### src/rtl/orow_pkg.sv
package orow_pkg;
  typedef enum logic [1:0] {
    CMD_NONE    = 2'd0,
    CMD_COL     = 2'd1,
    CMD_ACT     = 2'd2,
    CMD_PRE_ACT = 2'd3
  } cmd_e;
endpackage

### src/rtl/orow_match.sv
module orow_match #(
  parameter int ENTRIES = 4,
  parameter int BANK_W  = 3,
  parameter int SUB_W   = 1,
  parameter int ROW_W   = 14
) (
  input  logic [ENTRIES-1:0]             ent_valid,
  input  logic [ENTRIES-1:0][BANK_W-1:0] ent_bank,
  input  logic [ENTRIES-1:0][SUB_W-1:0]  ent_sub,
  input  logic [ENTRIES-1:0][ROW_W-1:0]  ent_row,
  input  logic [BANK_W-1:0]              key_bank,
  input  logic [SUB_W-1:0]               key_sub,
  input  logic [ROW_W-1:0]               key_row,
  output logic [ENTRIES-1:0]             bank_hit,
  output logic [ENTRIES-1:0]             row_hit
);
  for (genvar g = 0; g < ENTRIES; g++) begin : g_cmp
    assign bank_hit[g] = ent_valid[g] && (ent_bank[g] == key_bank) && (ent_sub[g] == key_sub);
    assign row_hit[g]  = bank_hit[g] && (ent_row[g] == key_row);
  end
endmodule

### src/rtl/orow_lru.sv
module orow_lru #(
  parameter int ENTRIES = 4,
  localparam int IW = $clog2(ENTRIES)
) (
  input  logic          clk,
  input  logic          rst_n,
  input  logic          touch_en,
  input  logic [IW-1:0] touch_idx,
  output logic [IW-1:0] victim_idx
);
  logic [ENTRIES-1:0][IW-1:0] rank_q, rank_d;

  always_comb begin
    rank_d = rank_q;
    if (touch_en) begin
      for (int i = 0; i < ENTRIES; i++) begin
        if (IW'(i) == touch_idx)                rank_d[i] = '0;
        else if (rank_q[i] < rank_q[touch_idx]) rank_d[i] = rank_q[i] + 1'b1;
      end
    end
  end

  always_comb begin
    victim_idx = '0;
    for (int i = 0; i < ENTRIES; i++)
      if (rank_q[i] == IW'(ENTRIES-1)) victim_idx = IW'(i);
  end

  always_ff @(posedge clk or negedge rst_n) begin
    if (!rst_n) begin
      for (int i = 0; i < ENTRIES; i++) rank_q[i] <= IW'(i);
    end else if (touch_en) begin
      rank_q <= rank_d;
    end
  end
endmodule

### src/rtl/orow_table.sv
module orow_table import orow_pkg::*; #(
  parameter int ENTRIES = 4,
  parameter int BANK_W  = 3,
  parameter int SUB_W   = 1,
  parameter int ROW_W   = 14,
  parameter int IDLE_W  = 8,
  localparam int CW = $clog2(ENTRIES+1)
) (
  input  logic              clk,
  input  logic              rst_n,
  input  logic              req_valid,
  input  logic              req_write,
  input  logic [BANK_W-1:0] req_bank,
  input  logic [SUB_W-1:0]  req_sub,
  input  logic [ROW_W-1:0]  req_row,
  input  logic              req_busy,
  input  logic              refresh,
  input  logic [IDLE_W-1:0] idle_limit,
  output logic [1:0]        cmd_kind,
  output logic              evt_rd_hit_pipe,
  output logic              evt_rd_hit_solo,
  output logic              evt_rw_hit_pipe,
  output logic              evt_rw_hit_solo,
  output logic              evt_rd_miss_pipe,
  output logic              evt_rd_miss_solo,
  output logic              evt_rw_miss_pipe,
  output logic              evt_rw_miss_solo,
  output logic              evt_collide,
  output logic [CW-1:0]     pre_num,
  output logic [CW-1:0]     close_num
);
  localparam int IW = $clog2(ENTRIES);

  logic [ENTRIES-1:0]             valid_q, valid_d, eff_valid, load, expire, free_vec;
  logic [ENTRIES-1:0][BANK_W-1:0] bank_q;
  logic [ENTRIES-1:0][SUB_W-1:0]  sub_q;
  logic [ENTRIES-1:0][ROW_W-1:0]  row_q;
  logic [ENTRIES-1:0][IDLE_W-1:0] cnt_q, cnt_d;
  logic [ENTRIES-1:0]             bank_hit, row_hit;
  logic [IW-1:0]                  match_idx, free_idx, victim_idx, slot;
  logic                           any_match, any_hit, any_free, collide, evict;
  cmd_e                           kind_d;
  logic [7:0]                     evt_d, evt_q;
  logic [CW-1:0]                  pre_d, close_d, ref_cnt;

  // A refresh wipes the table before the request in the same cycle is seen.
  assign eff_valid = refresh ? '0 : valid_q;

  orow_match #(.ENTRIES(ENTRIES), .BANK_W(BANK_W), .SUB_W(SUB_W), .ROW_W(ROW_W)) u_match (
    .ent_valid(eff_valid), .ent_bank(bank_q), .ent_sub(sub_q), .ent_row(row_q),
    .key_bank(req_bank), .key_sub(req_sub), .key_row(req_row),
    .bank_hit(bank_hit), .row_hit(row_hit)
  );

  orow_lru #(.ENTRIES(ENTRIES)) u_lru (
    .clk(clk), .rst_n(rst_n), .touch_en(req_valid), .touch_idx(slot), .victim_idx(victim_idx)
  );

  assign any_match = req_valid && (|bank_hit);
  assign any_hit   = req_valid && (|row_hit);

  for (genvar g = 0; g < ENTRIES; g++) begin : g_expire
    assign expire[g]   = eff_valid[g] && (cnt_q[g] == IDLE_W'(1)) && !(req_valid && bank_hit[g]);
    assign free_vec[g] = !eff_valid[g] || expire[g];
  end

  always_comb begin
    match_idx = '0;
    free_idx  = '0;
    any_free  = 1'b0;
    for (int i = ENTRIES-1; i >= 0; i--) begin
      if (bank_hit[i]) match_idx = IW'(i);
      if (free_vec[i]) begin
        free_idx = IW'(i);
        any_free = 1'b1;
      end
    end
  end

  // Request classification and slot choice
  always_comb begin
    collide = any_match && !any_hit;
    evict   = req_valid && !any_match && !any_free;
    slot    = any_match ? match_idx : (any_free ? free_idx : victim_idx);
    if (!req_valid)     kind_d = CMD_NONE;
    else if (any_hit)   kind_d = CMD_COL;
    else if (any_match) kind_d = CMD_PRE_ACT;
    else if (any_free)  kind_d = CMD_ACT;
    else                kind_d = CMD_PRE_ACT;
    evt_d = {any_hit && !req_write && req_busy,   any_hit && !req_write && !req_busy,
             any_hit && req_busy,                 any_hit && !req_busy,
             req_valid && !any_hit && !req_write && req_busy,
             req_valid && !any_hit && !req_write && !req_busy,
             req_valid && !any_hit && req_busy,   req_valid && !any_hit && !req_busy};
    ref_cnt = refresh ? CW'($countones(valid_q)) : '0;
    pre_d   = CW'($countones(expire)) + CW'(collide) + CW'(evict);
    close_d = pre_d + ref_cnt;
  end

  // Entry next state
  always_comb begin
    for (int i = 0; i < ENTRIES; i++) begin
      load[i]    = req_valid && (slot == IW'(i));
      valid_d[i] = (eff_valid[i] && !expire[i]) || load[i];
      if (load[i])                               cnt_d[i] = idle_limit;
      else if (valid_d[i] && cnt_q[i] != '0)     cnt_d[i] = cnt_q[i] - 1'b1;
      else                                       cnt_d[i] = '0;
    end
  end

  for (genvar g = 0; g < ENTRIES; g++) begin : g_entry
    always_ff @(posedge clk or negedge rst_n) begin
      if (!rst_n) begin
        valid_q[g] <= 1'b0;
        cnt_q[g]   <= '0;
        bank_q[g]  <= '0;
        sub_q[g]   <= '0;
        row_q[g]   <= '0;
      end else begin
        valid_q[g] <= valid_d[g];
        cnt_q[g]   <= cnt_d[g];
        if (load[g]) begin
          bank_q[g] <= req_bank;
          sub_q[g]  <= req_sub;
          row_q[g]  <= req_row;
        end
      end
    end
  end

  always_ff @(posedge clk or negedge rst_n) begin
    if (!rst_n) begin
      cmd_kind    <= CMD_NONE;
      evt_q       <= '0;
      evt_collide <= 1'b0;
      pre_num     <= '0;
      close_num   <= '0;
    end else begin
      cmd_kind    <= kind_d;
      evt_q       <= evt_d;
      evt_collide <= collide;
      pre_num     <= pre_d;
      close_num   <= close_d;
    end
  end

  assign {evt_rd_hit_pipe, evt_rd_hit_solo, evt_rw_hit_pipe, evt_rw_hit_solo,
          evt_rd_miss_pipe, evt_rd_miss_solo, evt_rw_miss_pipe, evt_rw_miss_solo} = evt_q;
endmodule

### config.mk
export PLATFORM = sky130hd
export DESIGN_NAME = orow_table
export DESIGN_NICKNAME = d
export VERILOG_FILES = /design/src/rtl/orow_pkg.sv /design/src/rtl/orow_match.sv /design/src/rtl/orow_lru.sv /design/src/rtl/orow_table.sv
export SDC_FILE = /design/constraint.sdc
export NUM_CORES = 1
export LEC_CHECK = 0
export CORE_MARGIN = 5
export CORE_UTILIZATION = 35
export CTS_CLUSTER_DIAMETER = 120
export CTS_CLUSTER_SIZE = 14
export DETAILED_ROUTE_END_ITERATION = 12
export PLACE_DENSITY = 0.59
export SLEW_MARGIN = 0
export SYNTH_ARGS = -nofsm -noshare
export SYNTH_HDL_FRONTEND = slang
export SYNTH_HIERARCHICAL = 1
export SYNTH_SLANG_ARGS = --single-unit
### constraint.sdc
create_clock -name clk -period 3.9 [get_ports clk]
set_input_delay 0.585 -clock clk [delete_from_list [all_inputs] [get_ports clk]]
set_output_delay 0.585 -clock clk [all_outputs]
set_load 0.03 [all_outputs]
==> impl_metrics.yaml <==
placement:
  postPlaceCellArea_um2: 8790
  gp_congestion: 0.812
  place_hpwl_um: 13200
  io_buffers: 48
  dpl.cell_count: 1001
  preCtsSetupSlack_ns: -0.794
power:
  p_leak_uw: 0.00464
  switching_share_pct: 29.7
  power.switching_uw: 1450
  power_frac_comb_pct: 28.1
  p_int_uw: 3440
  ir_drop_mv: 0.321
  clock_power_share_pct: 31.4
  power_density_nw_per_um2: 494
  power_frac_seq_pct: 40.6
global_route:
  grt_use_total_pct: 15.6
  grt_start_max_net_pins: 69
  grt_pass1_vias: 5729
  grt-ovfl-total: 0
  grt_pass1_wl_um: 29800
  grt_antenna_before_repair: 0
cts:
  ctsHoldBuffers: 0
  clk_pin_slew_ns: 0.05
  cts_root_buf: "clkbuf_16"
  clockBufferDepth: 2
  cts_tree: "done"
  htreeDepth: 4
  clkSinkCount: 133
  insertion_delay_ns: 0.43
  cts-buffers-inserted: 17
worst_setup_path:
  cp-start-kind: "input pin"
  crit_chain: "clkdlybuf4s15_2, buf_6, nor2_4, nand2_1, nor4_4, a21boi_2, a311o_1, nor3_2, nand3_1, fa_1, inv_1, ha_2, fa_1, inv_2, fa_2, xnor2_2, xnor2_1"
  cp_slowest_cell: "fa_1"
  cp.required_ns: 4.23
  slowest_delay_ns: 0.55
  crit_path_end_kind: "register"
  critical_path.max_fanout: 6
  crit_top_cell: "fa_1"
  critPathArrivalTime_ns: 4.22
  crit_type: "in2reg"
min_path:
  min_path_type: "in2async"
sta:
  min_period_ns: 3.89
  rsz0062_at_grt: "true"
  tightest_slew_ns: 0.874
  slew_viol_final: 0
  slew_headroom_pct: 41.7
  timing.final.ws_setup_ns: 0.00526
  clock_skew_ns: 0.0258
  max_freq_mhz: 257
  worst_hold_slack_ns: 0.261
  setup_viol: 0
  finalCritPeriodShare_pct: 99.9
  hold_viol_final: 0
floorplanning:
  io_pins: 49
  rows: 53
  die_h_um: 156
  core_area_um2: 21000
  start_util_pct: 35.6
  die_x_um: 156
  die_area_um2: 24400
finish:
  regArea_um2: 3340
  antenna_cells: 0
  multiInputGateArea_um2: 4190
  syn_to_final_growth_pct: 32.3
  drive_above_1_share_pct: 37.3
  finalInstanceArea_um2: 9900
  fill_cells: 1850
  final_net_count: 840
  utilization_pct: 47.1
  layout.cells.non_filler: 1065
yosys:
  async_reset_ff_share_pct: 100
  ys_ff_latch: 133
  synth_edf_count: 0
  yosysWarningCount: 6
  avgSynthCellArea_um2: 11.8
  synthesis.nets: 696
  ys_seq_area_share_pct: 44.6
  yosysUniqueCellTypes: 59
  netlist_area_um2: 7480
  netlist_instances: 636
  synthFlopType: "dfrtp_1"
routing:
  dr_total_vias: 5299
  drc: 0
  antenna_left: 0
  drt_iter0_drc: 303
  vias_per_cell: 4.98
  wl_um: 18300
  drtPass1Iterations: 4
  avgRoutedWirePerCell_um: 17.2
status:
  run_status: "complete, no violations"
job:
  drv_cap: 0
metal layers:
| layer | vias to the layer above | GRT usage (%) | share of wire, % | wire length (um) |
|---|---|---|---|---|
| met5 | - | 0 | 0 | 0 |
| met4 | 0 | 4.21 | 0.77 | 142 |
| met3 | 13 | 3.58 | 3.7 | 686 |
| met2 | 93 | 26.3 | 51 | 9350 |
| met1 | 2676 | 20.2 | 45 | 8170 |
| li1 | 2517 | - | - | - |
sequential cells by signal (all words and copies together), names as in the netlist:
signal	flops
sub_q	4
valid_q	4
u_lru/rank_q	8
evt_q	8
cnt_q	32
bank_q	12
evt_collide	1
pre_num	3
row_q	56
close_num	3
cmd_kind	2
through the flow:
stage	setup TNS, ns	power (uW)
final	0	4900
after global routing	-0.0964	5170
after CTS	-0.0900	4890
after detailed placement	-20.68	3210
after global placement	-15.22	3160
after floorplan	-0.140	2820
cell type report:
| class | instances | area share, % |
|---|---|---|
| Clock buffer | 25 | 4.90 |
| Tap cell | 275 | 3.48 |
| Inverter | 24 | 0.910 |
| Clock inverter | 4 | 0.733 |
| Sequential cell | 133 | 33.7 |
| Multi-Input combinational cell | 453 | 42.3 |
| Timing Repair Buffer | 151 | 13.9 |
synthesized netlist by cell type, types with 12 or more instances:
| cell | instances | area share [%] |
|---|---|---|
| mux2_4 | 26 | 5.2 |
| dfrtp_1 | 129 | 43 |
| ha_1 | 23 | 3.8 |
| nand4_1 | 13 | 1.1 |
| xnor2_1 | 36 | 4.2 |
| nand2_1 | 32 | 1.6 |
| mux2_2 | 71 | 11 |
| nor2_1 | 44 | 2.2 |
| inv_1 | 23 | 1.2 |
| xor2_1 | 62 | 7.3 |
| nor4_1 | 12 | 1.0 |
| nor3_1 | 22 | 1.5 |
power by group through the flow:
stage	clock network [uW]	registers [uW]	logic [uW]
3_5_place_dp	0	1970	1240
5_1_grt	1640	2030	1500
2_1_floorplan	0	1930	889
4_1_cts	1580	1980	1330
3_3_place_gp	0	1950	1210
6_report	1540	1990	1370
path summary, 6_finish.rpt:
kind                       cells past startpoint  slack, ns                    from                endpoint
min reg2reg                                    1       0.53   row_q[32]$_DFFE_PN0P_   row_q[32]$_DFFE_PN0P_
min in group clk                               1       0.53   row_q[32]$_DFFE_PN0P_   row_q[32]$_DFFE_PN0P_
max                                           17      0.005                 refresh  close_num[2]$_DFF_PN0_
max reg2reg                                   14      0.005  bank_q[11]$_DFFE_PN0P_  close_num[2]$_DFF_PN0_
max in group asynchronous                      2       2.58                   rst_n    valid_q[3]$_DFF_PN0_
min                                            1       0.26                   rst_n   row_q[18]$_DFFE_PN0P_
cell usage in the layout (no fill, tap or decap), drive strengths merged, types with 5 or more instances in the layout:
master / Yosys / routed
nor4: 17 / 17
and3: 5 / 5
a21oi: 10 / 10
nor3: 22 / 22
ha: 23 / 23
mux2: 97 / 97
dfrtp: 129 / 129
buf: 20 / 105
inv: 23 / 23
fa: 5 / 5
o31ai: 8 / 8
nor2: 44 / 44
xnor2: 36 / 36
nand2: 32 / 32
dlygate4sd2: 0 / 10
clkbuf: 6 / 28
o21ai: 8 / 8
nand4: 13 / 13
nand3b: 6 / 6
xor2: 62 / 62
clkdlybuf4s50: 0 / 28
and4: 5 / 5
worst max-delay path, delay by kind of cell:
family	cells	cell delay, ns
AND/OR/NAND/NOR	5	0.79
buffers and inverters	4	0.46
adder cells (fa/ha/maj)	4	1.56
XOR/XNOR	2	0.31
AO/OA/AOI/OAI	2	0.51
logic make-up (layout without fill, tap and decap cells):
logic type | after synthesis | after routing | share of synthesized area [%]
flops | 133 | 133 | 44.6
simple gates | 170 | 170 | 12.3
fa+ha+maj | 28 | 28 | 5.18
xor+xnor | 98 | 98 | 11.5
compound gates | 55 | 55 | 5.67
buf+inv | 50 | 204 | 4.05
mux | 102 | 102 | 16.8
what timing repair did:
action                     CTS  global route
pin swaps                   19            18
gates resized for setup     51            30
setup endpoints to repair    5            10
buffers inserted            31             6
No activity file was read; power rests on OpenSTA's default activity.
